<file path="config.mk">
export PLATFORM = sky130hd
export DESIGN_NAME = txWritePort
export DESIGN_NICKNAME = d
export VERILOG_FILES = /design/src/rtl/txw_pkg.sv /design/src/rtl/txwDatapath.sv /design/src/rtl/txwCtrl.sv /design/src/rtl/txWritePort.sv
export SDC_FILE = /design/constraint.sdc
export NUM_CORES = 1
export LEC_CHECK = 0
export BUFFER_PORTS_ARGS = -buffer_cell sky130_fd_sc_hd__buf_2
export CORE_MARGIN = 3
export CORE_UTILIZATION = 25
export DETAILED_ROUTE_END_ITERATION = 10
export PLACE_DENSITY = 0.42
export SETUP_SLACK_MARGIN = 0.05
export SYNTH_ARGS = -nofsm -noshare
export SYNTH_HDL_FRONTEND = slang
export SYNTH_SLANG_ARGS = --single-unit
</file>
<file path="constraint.sdc">
create_clock -name clk -period 2.1 [get_ports clk]
set_input_delay 0.21 -clock clk [delete_from_list [all_inputs] [get_ports clk]]
set_output_delay 0.21 -clock clk [all_outputs]
set_load 0.02 [all_outputs]
</file>
<file path="src/rtl/txw_pkg.sv">
package txw_pkg;

  // strobes from the control half to the byte datapath
  typedef struct packed {
    logic load;   // capture a new word and its byte count
    logic shift;  // one byte leaves this clock
    logic drop;   // write discarded (illegal width switch)
  } txwStrobe_t;

  // byte count selected by a register index: index 0 carries a full word,
  // index k otherwise carries k bytes
  function automatic int unsigned bytesForIdx(input int unsigned idx,
                                              input int unsigned lanes);
    return (idx == 0) ? lanes : idx;
  endfunction

endpackage

</file>
<file path="src/rtl/txwDatapath.sv">
module txwDatapath
  import txw_pkg::*;
#(
  parameter int DATA_W = 32,
  parameter int BYTE_W = 8,
  localparam int LANES = DATA_W / BYTE_W,
  localparam int CNT_W = $clog2(LANES + 1)
) (
  input  logic              clk,
  input  logic              rstN,
  input  txwStrobe_t        strb,
  input  logic [DATA_W-1:0] loadData,
  input  logic [CNT_W-1:0]  loadCount,
  output logic [BYTE_W-1:0] pushData,
  output logic              pending
);

  logic [DATA_W-1:0] shiftReg;
  logic [DATA_W-1:0] maskedData;
  logic [CNT_W-1:0]  byteCnt;

  // zero the lanes the selected register does not carry
  for (genvar lane = 0; lane < LANES; lane++) begin : g_mask
    assign maskedData[lane*BYTE_W +: BYTE_W] =
      (CNT_W'(lane) < loadCount) ? loadData[lane*BYTE_W +: BYTE_W] : '0;
  end

  always_ff @(posedge clk or negedge rstN) begin
    if (!rstN) begin
      shiftReg <= '0;
      byteCnt  <= '0;
    end else if (strb.load) begin
      shiftReg <= maskedData;
      byteCnt  <= loadCount;
    end else if (strb.shift) begin
      shiftReg <= shiftReg >> BYTE_W;
      byteCnt  <= byteCnt - 1'b1;
    end
  end

  assign pushData = shiftReg[BYTE_W-1:0];
  assign pending  = (byteCnt != '0);

endmodule

</file>
<file path="src/rtl/txwCtrl.sv">
module txwCtrl
  import txw_pkg::*;
#(
  parameter int DATA_W = 32,
  parameter int BYTE_W = 8,
  localparam int LANES = DATA_W / BYTE_W,
  localparam int IDX_W = $clog2(LANES),
  localparam int CNT_W = $clog2(LANES + 1)
) (
  input  logic             clk,
  input  logic             rstN,
  input  logic             wrValid,
  input  logic [IDX_W-1:0] wrIdx,
  input  logic             errClr,
  input  logic             fifoFull,
  input  logic             fifoEmpty,
  input  logic             pending,
  output logic             wrReady,
  output logic             pushValid,
  output logic             errFlag,
  output logic [CNT_W-1:0] loadCount,
  output txwStrobe_t       strb
);

  logic [IDX_W-1:0] lastIdx;
  logic             havePrev;
  logic             accept;
  logic             badSwitch;

  assign wrReady   = !pending && !fifoFull;
  assign accept    = wrValid && wrReady;
  assign badSwitch = havePrev && (wrIdx != lastIdx) && !fifoEmpty;

  always_comb begin
    strb       = '0;
    strb.load  = accept && !badSwitch;
    strb.drop  = accept && badSwitch;
    strb.shift = pending && !fifoFull;
  end

  assign pushValid = strb.shift;
  assign loadCount = CNT_W'(bytesForIdx(int'(wrIdx), LANES));

  always_ff @(posedge clk or negedge rstN) begin
    if (!rstN) begin
      lastIdx  <= '0;
      havePrev <= 1'b0;
    end else if (strb.load) begin
      lastIdx  <= wrIdx;
      havePrev <= 1'b1;
    end
  end

  // a new violation wins over a clear in the same cycle
  always_ff @(posedge clk or negedge rstN) begin
    if (!rstN)          errFlag <= 1'b0;
    else if (strb.drop) errFlag <= 1'b1;
    else if (errClr)    errFlag <= 1'b0;
  end

endmodule

</file>
<file path="src/rtl/txWritePort.sv">
module txWritePort
  import txw_pkg::*;
#(
  parameter int DATA_W = 32,
  parameter int BYTE_W = 8,
  localparam int LANES = DATA_W / BYTE_W,
  localparam int IDX_W = $clog2(LANES),
  localparam int CNT_W = $clog2(LANES + 1)
) (
  input  logic              clk,
  input  logic              rstN,
  input  logic              wrValid,
  input  logic [IDX_W-1:0]  wrIdx,
  input  logic [DATA_W-1:0] wrData,
  output logic              wrReady,
  input  logic              errClr,
  output logic              errFlag,
  output logic              pushValid,
  output logic [BYTE_W-1:0] pushData,
  input  logic              fifoFull,
  input  logic              fifoEmpty
);

  txwStrobe_t       strb;
  logic             pending;
  logic [CNT_W-1:0] loadCount;

  txwCtrl #(.DATA_W(DATA_W), .BYTE_W(BYTE_W)) i_ctrl (
    .clk       (clk),
    .rstN      (rstN),
    .wrValid   (wrValid),
    .wrIdx     (wrIdx),
    .errClr    (errClr),
    .fifoFull  (fifoFull),
    .fifoEmpty (fifoEmpty),
    .pending   (pending),
    .wrReady   (wrReady),
    .pushValid (pushValid),
    .errFlag   (errFlag),
    .loadCount (loadCount),
    .strb      (strb)
  );

  txwDatapath #(.DATA_W(DATA_W), .BYTE_W(BYTE_W)) i_dp (
    .clk       (clk),
    .rstN      (rstN),
    .strb      (strb),
    .loadData  (wrData),
    .loadCount (loadCount),
    .pushData  (pushData),
    .pending   (pending)
  );

endmodule

</file>
Yosys cells after proc, flatten, opt, wreduce, memory -nomap -nowiden
Index checks and enable logic that the tools add are counted.
Storage, ports and cells
  register bits: 39
  input bits: 40
  output and inout bits: 11
  word-level logic and storage cells: 37
Cells by class
  add/subtract/negate cells: 1
  magnitude comparators: 4
  equal/unequal tests: 1
  mux-type cells: 11
  reduce and logical (&&, ||, !) cells: 15
Operators by type and width (count)
  32-bit two-way mux: 2
  8-bit two-way mux: 4
  3-bit two-way mux: 3
  1-bit logical AND: 7
  1-bit by 3-bit < comparator with 1-bit output (first input constant): 2
  2-bit by 3-bit < comparator with 1-bit output (first input constant): 2
  1-bit logical NOT: 4
  2-bit nonzero test: 2
  3-bit nonzero test: 1
  3-bit by 1-bit subtractor with 3-bit output (second input constant): 1
  2-bit logical NOT: 1
  1-bit two-way mux: 2
  2-bit != test: 1

Longest topological paths before layout
Gate-level depths: netlist of the first run.
  depth after elaboration: 6
  gate-level depth with buffers: 7
  mapped depth without buffers: 6

By module
Synthesis of the first run repeated with hierarchy kept, for this count alone.
Unflattened totals
  cell total of the unflattened synthesis: 170
  area, all modules: 2029.4 um^2
Modules (own cells, without submodules)
  txwDatapath: instances 1, cells each 147, area an instance 1776.7 um^2, sequential area each 875.8 um^2
  txwCtrl: instances 1, cells each 23, area an instance 252.7 um^2, sequential area each 100.1 um^2

Worst setup path after synthesis of the first run
No wires, ideal clock.
  path type: reg-to-reg
  from: register i_dp.byteCnt[0]
  to: register i_dp.byteCnt[1]
  setup time: 126 ps
  arrival time: 1719 ps
  data required time: 1974 ps
  slack: 255 ps
  cell stages (with the launch flop): 8
  buffers on the path: 1
  clock period less this slack: 1845 ps
  cell sequence: dfrtp_1 -> inv_1 -> ha_1 -> nor3b_4 -> and2_4 -> a21oi_4 -> buf_6 -> a221o_1
Between the ends
  cells in the longest elaborated chain, start to end: 6
  elaborated cells on any way between the ends: 10
  classes of those cells: add/sub (1); mux (2); reduce/logical (7)
Ends and longest elaborated chain
  start: declaration: RTL line txwDatapath.sv:20  | logic [CNT_W-1:0] byteCnt;
  start signal: assignment: RTL line txwDatapath.sv:34  | byteCnt <= loadCount;
  start signal: assignment: RTL line txwDatapath.sv:37  | byteCnt <= byteCnt - 1'b1;
  3-bit nonzero test *: RTL line txwDatapath.sv:42  | assign pending = (byteCnt != '0);
  1-bit logical NOT *: RTL line txwCtrl.sv:30  | assign wrReady = !pending && !fifoFull;
  1-bit logical AND *: RTL line txwCtrl.sv:30
  via wrReady: RTL line txWritePort.sv:15  | output logic wrReady,
  1-bit logical AND *: RTL line txwCtrl.sv:31  | assign accept = wrValid && wrReady;
  1-bit logical AND *: RTL line txwCtrl.sv:36  | strb.load = accept && !badSwitch;
  3-bit two-way mux / 2-bit nonzero test (equally long branches)
Mark *: on every way through the listed nets, which the timed path passes. The rest lies on a longest branch. The select of a mux whose other input is x is not followed.
A chain may end at the register's enable or synchronous reset.

Worst setup path in the final report of the first run
  from: register i_dp.byteCnt[0]
  to: output pushValid
Between the ends
  cells in the longest elaborated chain, start to end: 2
Ends and longest elaborated chain
  3-bit nonzero test: RTL line txwDatapath.sv:42
  1-bit logical AND: RTL line txwCtrl.sv:38  | strb.shift = pending && !fifoFull;
  end: declaration: RTL line txWritePort.sv:18  | output logic pushValid,
No other way between the ends.

==> results of run 1 <==
[cell usage in the layout (no fill, tap or decap), types with 7 or more instances in the layout]
cell type / netlist / layout
a221o_2: 10 / 10
buf_2: 4 / 50
and2_1: 11 / 11
a22o_1: 8 / 8
a221o_1: 7 / 7
mux2i_1: 8 / 8
dfrtp_1: 39 / 39
[through the flow]
stage          hold slack [ns]  cell area [um2]
3_5_place_dp             0.109             2240
4_1_cts                 0.0951             2380
3_3_place_gp             0.118             2240
6_report                 0.103             2390
5_1_grt                  0.110             2390
2_1_floorplan          -0.0856             1930
[final timing paths]
path                                                  start                            end  slack, ns  cells after the start
worst min register to register  i_ctrl.havePrev$_DFFE_PN0P_    i_ctrl.havePrev$_DFFE_PN0P_       0.47                      1
worst max register to register  i_dp.byteCnt[0]$_DFFE_PN0P_    i_dp.byteCnt[1]$_DFFE_PN0P_       0.20                      6
max in group asynchronous                              rstN  i_dp.shiftReg[20]$_DFFE_PN0P_       1.23                      3
worst max-delay path            i_dp.byteCnt[0]$_DFFE_PN0P_                      pushValid       0.14                      6
worst min-delay path                                 errClr     i_ctrl.errFlag$_DFFE_PN0P_       0.10                      2
min in group asynchronous                              rstN  i_dp.shiftReg[30]$_DFFE_PN0P_       0.34                      2
[kinds of logic after synthesis]
kind of cell               Yosys count
AOI/OAI and AO/OA                   39
DFF                                 39
and+or+nand+nor                     35
buffers and inverters               20
muxes                               10
adders and majority gates            4
xor gates and xnor gates             3
[per-layer routing]
metal | track usage [%] | up-vias | routed length [um]
li1 | - | 662 | -
met1 | 15.7 | 655 | 2250
met2 | 17.5 | 48 | 2070
met3 | 3.53 | 7 | 347
met4 | 3.97 | 0 | 60
met5 | 0 | - | 0
[where the power goes]
group | total [mW] | leakage [nW] | switching, mW | internal [mW]
combinational | 0.817 | 0.557 | 0.464 | 0.353
sequential | 1.03 | 0.526 | 0.103 | 0.925
clock | 0.752 | 0.0654 | 0.277 | 0.475
total | 2.60 | 1.15 | 0.844 | 1.75
[state kept, by name (all words and copies together) (netlist names)]
signal / cells
i_ctrl.havePrev: 1
i_dp.shiftReg: 32
i_ctrl.lastIdx: 2
i_dp.byteCnt: 3
i_ctrl.errFlag: 1
[timing repair]
action | CTS | global route
hold buffers | 1 | 0
hold endpoints to repair | 10 | 0
resized for setup | 0 | 2
endpoints found under the setup margin | 0 | 27
[final cells by class]
cell class / instances / area (um2) / area share [%]
sequential: 39 / 976 / 40.8
timing repair buffer: 57 / 309 / 12.9
multi-input combinational: 91 / 831 / 34.7
inverter: 5 / 18.8 / 0.785
clock inverter: 2 / 60.1 / 2.51
clock buffer: 6 / 72.6 / 3.04
tap: 99 / 124 / 5.18
[Yosys cell counts, types with 2 or more instances]
cell | n | area (um2)
inv_1 | 5 | 18.8
nor2_2 | 2 | 12.5
buf_2 | 4 | 20.0
buf_6 | 2 | 22.5
nor4b_1 | 5 | 43.8
nor3_1 | 2 | 10.0
ha_1 | 4 | 50.1
a221o_1 | 7 | 70.1
mux2_2 | 2 | 22.5
nand4b_1 | 3 | 26.3
o2bb2ai_1 | 5 | 43.8
mux2i_1 | 8 | 80.1
dfrtp_1 | 39 | 976
a221o_2 | 10 | 113
and2_1 | 11 | 68.8
xor2_1 | 2 | 17.5
o21ai_0 | 3 | 15.0
a22o_1 | 8 | 70.1
nand2b_1 | 2 | 12.5
nor2b_1 | 2 | 12.5
buf_4 | 8 | 60.1
==> metrics, run 1 <==
final wirelength=between 4000 and 5000 um; io pins=51; Synthesized Nets=around 190; Post-Syn Area=about 0.0019 mm2; Area Overhead vs Synth=23.9%; register area share after synthesis=between 50 and 60%; Routed Antenna Nets=0; Setup Viol. Count Final=0; Post-Syn Instances=150; # rows=31; final period utilization=between 90% and 100%; Synth Area per Inst=~13 um2; Die Span X=93.9 um; CP Buf/Inv Count=3; Worst-Margin Slew=~0.72 ns; max incr delay on CP=0.32 ns; area share of and/or/nand/nor cells after synthesis=a little over an eighth; Vias/cell=~4.6; HP Class=in -> reg; Clock Sinks=39; CP cell instances=inv_1 -> ha_1 -> nor2b_2 -> nor2_2 -> buf_6 -> buf_2; power density cells=about 1100 mW/mm2; critical path class=reg -> out; hpwl dp=roughly 3500 um; Async SR Flop Fraction=100%; number of diodes=0; Leak Pwr=1.15 nW; clock slew at reported path FFs=about 0.08 ns; warnings from Yosys=0; complex-gate fraction of the synthesized area=between 20% and 30%; placed insts=290; share of layout cells above drive strength 1=about 44%; final layout net count=243; Main synth FF type=dfrtp_1; Final Wtd Congestion=0.670; Layout Utilization=about a third; Worst Path Required=between 1.5 and 2 ns; outcome=completed; clk root buf=clkbuf_8; XOR/XNOR share of the synthesized area=roughly 1.4%; vias in the first global route=~1500; Routed WL per cell=~16 um; final hold vios=0; Max IR drop VDD=roughly 0.27 mV; f_max=around 0.51 GHz; initial core utilization=approximately a quarter; post-CTS setup buffers=0; # Max-Cap Violations=0; 1st-iter DRT viols=60; Place WS=~0.099 ns; #FFs+latches synth=39; Critical Path Start Type=flip-flop; minimum clock period=1.96 ns; Arr. time, crit path=between 1.5 and 2 ns; setup tns final=0 ns; Die Y-Extent=93.9 um; initial antenna violation count=0; Layout Cells excl Fill=299; number of fill cells=a little under 800; Yosys cell types=37; CP max stage cell=dfrtp_1; main combinational cell family by area after synthesis=compound AO/OA/AOI/OAI gates; CTS tree=yes; All-Layer GR Usage=11.6%; RSZ-0062 raised after global routing=false; multiplexer area fraction after synthesis=5.32%; Clock Skews=about 0.0070 ns; first-pass GRT wire length=about 7800 um; Final Worst Setup Slack=0.145 ns; residual DRC count=0; CORE AREA=between 0.007 and 0.008 mm2; Clk Latency, worst-skew pair=between 0.2 and 0.3 ns; PortBufs=50; Crit Path Max Fanout=17; drt first pass iters=4; synthesized-area fraction occupied by adder cells=between 2 and 3%; Crit. End Element=primary output; Clock Path Buffers=2; final max-slew violation count=0; largest net degree at the start of global routing=27; delay-heaviest family, CP=buffers and inverters; total number of H-tree levels=2; Post-synth EDFFs=0; Die ar.=0.00881 mm2; Tot Pwr=2.60 mW; GRT Residual Overflow=0; CTS Buf Count=5; Slew HR=about half; Vias=approximately 1400
No activity file was read; power rests on OpenSTA's default activity.
==> inputs of run 2 (changes only) <==
--- a/config.mk
+++ b/config.mk
@@ -6,10 +6,12 @@
 export NUM_CORES = 1
 export LEC_CHECK = 0
 export BUFFER_PORTS_ARGS = -buffer_cell sky130_fd_sc_hd__buf_2
+export CELL_PAD_IN_SITES_DETAIL_PLACEMENT = 0
+export CELL_PAD_IN_SITES_GLOBAL_PLACEMENT = 1
 export CORE_MARGIN = 3
 export CORE_UTILIZATION = 25
 export DETAILED_ROUTE_END_ITERATION = 10
-export PLACE_DENSITY = 0.42
+export PLACE_DENSITY = 0.5
 export SETUP_SLACK_MARGIN = 0.05
 export SYNTH_ARGS = -nofsm -noshare
 export SYNTH_HDL_FRONTEND = slang
==> run 2 against run 1 <==
First-iteration DRC count is 52% lower; utilization fell by 0.66 points; sequential power about the same; highest routed layer unchanged.
==> metrics, run 2 (synthesized netlist as in run 1, its figures left out) <==
RSZ-0062 raised after global routing=true; first-pass GRT wire length=7700 um; 1st-iter DRT viols=29; Place WS=approximately 0.12 ns; share of layout cells above drive strength 1=43.7%; Worst-Margin Slew=between 0.8 and 0.9 ns; Final Worst Setup Slack=0.131 ns; # Max-Cap Violations=0; # rows=31; Worst Path Required=roughly 1.9 ns; Arr. time, crit path=around 1.8 ns; final hold vios=0; f_max=between 0.5 and 0.6 GHz; Die ar.=roughly 0.009 mm2; residual DRC count=0; Clock Skews=about 0.0090 ns; Clk Latency, worst-skew pair=just under 0.3 ns; Vias/cell=~4.4; Routed WL per cell=between 15 and 20 um; Top reg by flops=i_dp.shiftReg; Area Overhead vs Synth=21.4%; final period utilization=a little over nine tenths; PortBufs=50; most common cell after layout, fill and taps aside=buf_2; All-Layer GR Usage=between 10% and 20%; CTS tree=yes; Crit. End Element=primary output; Slew HR=41.2%; clk root buf=clkbuf_8; Max IR drop VDD=0.289 mV; setup tns final=0 ns; drt first pass iters=4; Die Y-Extent=roughly 94 um; Die Span X=93.9 um; vias in the first global route=about 1500; critical path class=reg -> out; most frequent cells in the layout=buf_2, dfrtp_1, and2_1; clock slew at reported path FFs=about 0.080 ns; largest net degree at the start of global routing=40; Clock Path Buffers=2; Largest register FFs=32; final layout net count=between 200 and 250; total number of H-tree levels=2; Clock Sinks=39; Vias=approximately 1300; HP Class=in -> async; minimum clock period=1.97 ns; outcome=completed; Final Wtd Congestion=approximately 0.73; final wirelength=around 4700 um; biggest registers after layout=i_dp.shiftReg (32), i_dp.byteCnt (3), i_ctrl.lastIdx (2); CORE AREA=approximately 0.0074 mm2; number of diodes=0; Crit Path Max Fanout=17; power density cells=approximately 1000 mW/mm2; GRT Residual Overflow=0; Leak Pwr=between 1 and 1.5 nW; initial antenna violation count=0; Routed Antenna Nets=0; initial core utilization=26.2%; Critical Path Start Type=flip-flop; final max-slew violation count=0; CTS Buf Count=5; Setup Viol. Count Final=0; hpwl dp=between 3000 and 4000 um; io pins=51
## run 2: area by class of cell
cell class	instances	area [um2]
multi-input combinational	91	836
sequential	39	976
fill	775	5030
tap	99	124
clock inverter	2	12.5
timing repair buffer	56	303
inverter	5	18.8
clock buffer	6	72.6
## run 2: repair_timing
action                     in CTS  in global routing
buffers inserted                0                  2
gates resized for setup         0                  4
setup endpoints to repair       0                 27
hold buffers                    0                  0
## run 2: worst max-delay path, stage by stage (launching register included)
cell and delay [ns]:
dfrtp_1 0.37, inv_1 0.11, ha_1 0.19, nor2b_2 0.25
nor2_4 0.08, buf_4 0.14, buf_8 0.15, buf_2 0.17
## run 2: report_power, final
group,internal (mW),total (mW),switching [mW]
sequential,0.925,1.03,0.106
clock,0.233,0.518,0.286
combinational,0.369,0.838,0.469
total,1.53,2.39,0.861
## run 2: final timing paths
| path | start | to | slack, ns | cells after the start |
|---|---|---|---|---|
| worst max-delay path | i_dp.byteCnt[0]$_DFFE_PN0P_ | pushValid | 0.13 | 7 |
| worst min-delay path | rstN | i_dp.shiftReg[26]$_DFFE_PN0P_ | 0.03 | 1 |
| worst max register to register | i_dp.byteCnt[0]$_DFFE_PN0P_ | i_dp.byteCnt[0]$_DFFE_PN0P_ | 0.19 | 6 |
| worst min register to register | i_ctrl.havePrev$_DFFE_PN0P_ | i_ctrl.havePrev$_DFFE_PN0P_ | 0.47 | 1 |
| max in group asynchronous | rstN | i_ctrl.errFlag$_DFFE_PN0P_ | 1.51 | 1 |
| min in group clk | errClr | i_ctrl.errFlag$_DFFE_PN0P_ | 0.10 | 2 |
## run 2: layer usage
layer	part of all wire [%]	routed length (um)	up-vias	GRT usage (%)
met5	0	0	-	0
met4	0.51	24	0	3.25
met3	6.1	286	2	3.69
met2	46	2190	39	18.2
met1	47	2200	617	15.4
li1	-	-	654	-
## run 2: through the flow
stage               hold slack, ns  cell area [um2]  util [%]  std cells  power [mW]
detailed placement           0.396             2230      30.2        288        1.86
CTS                         0.0704             2310      31.4        296        2.38
global route                0.0961             2340      31.8        298        2.55
floorplan                  -0.0856             1930         -        150        1.69
finish                      0.0288             2340      31.8        298        2.39
global placement             0.371             2230      30.2        288        1.83
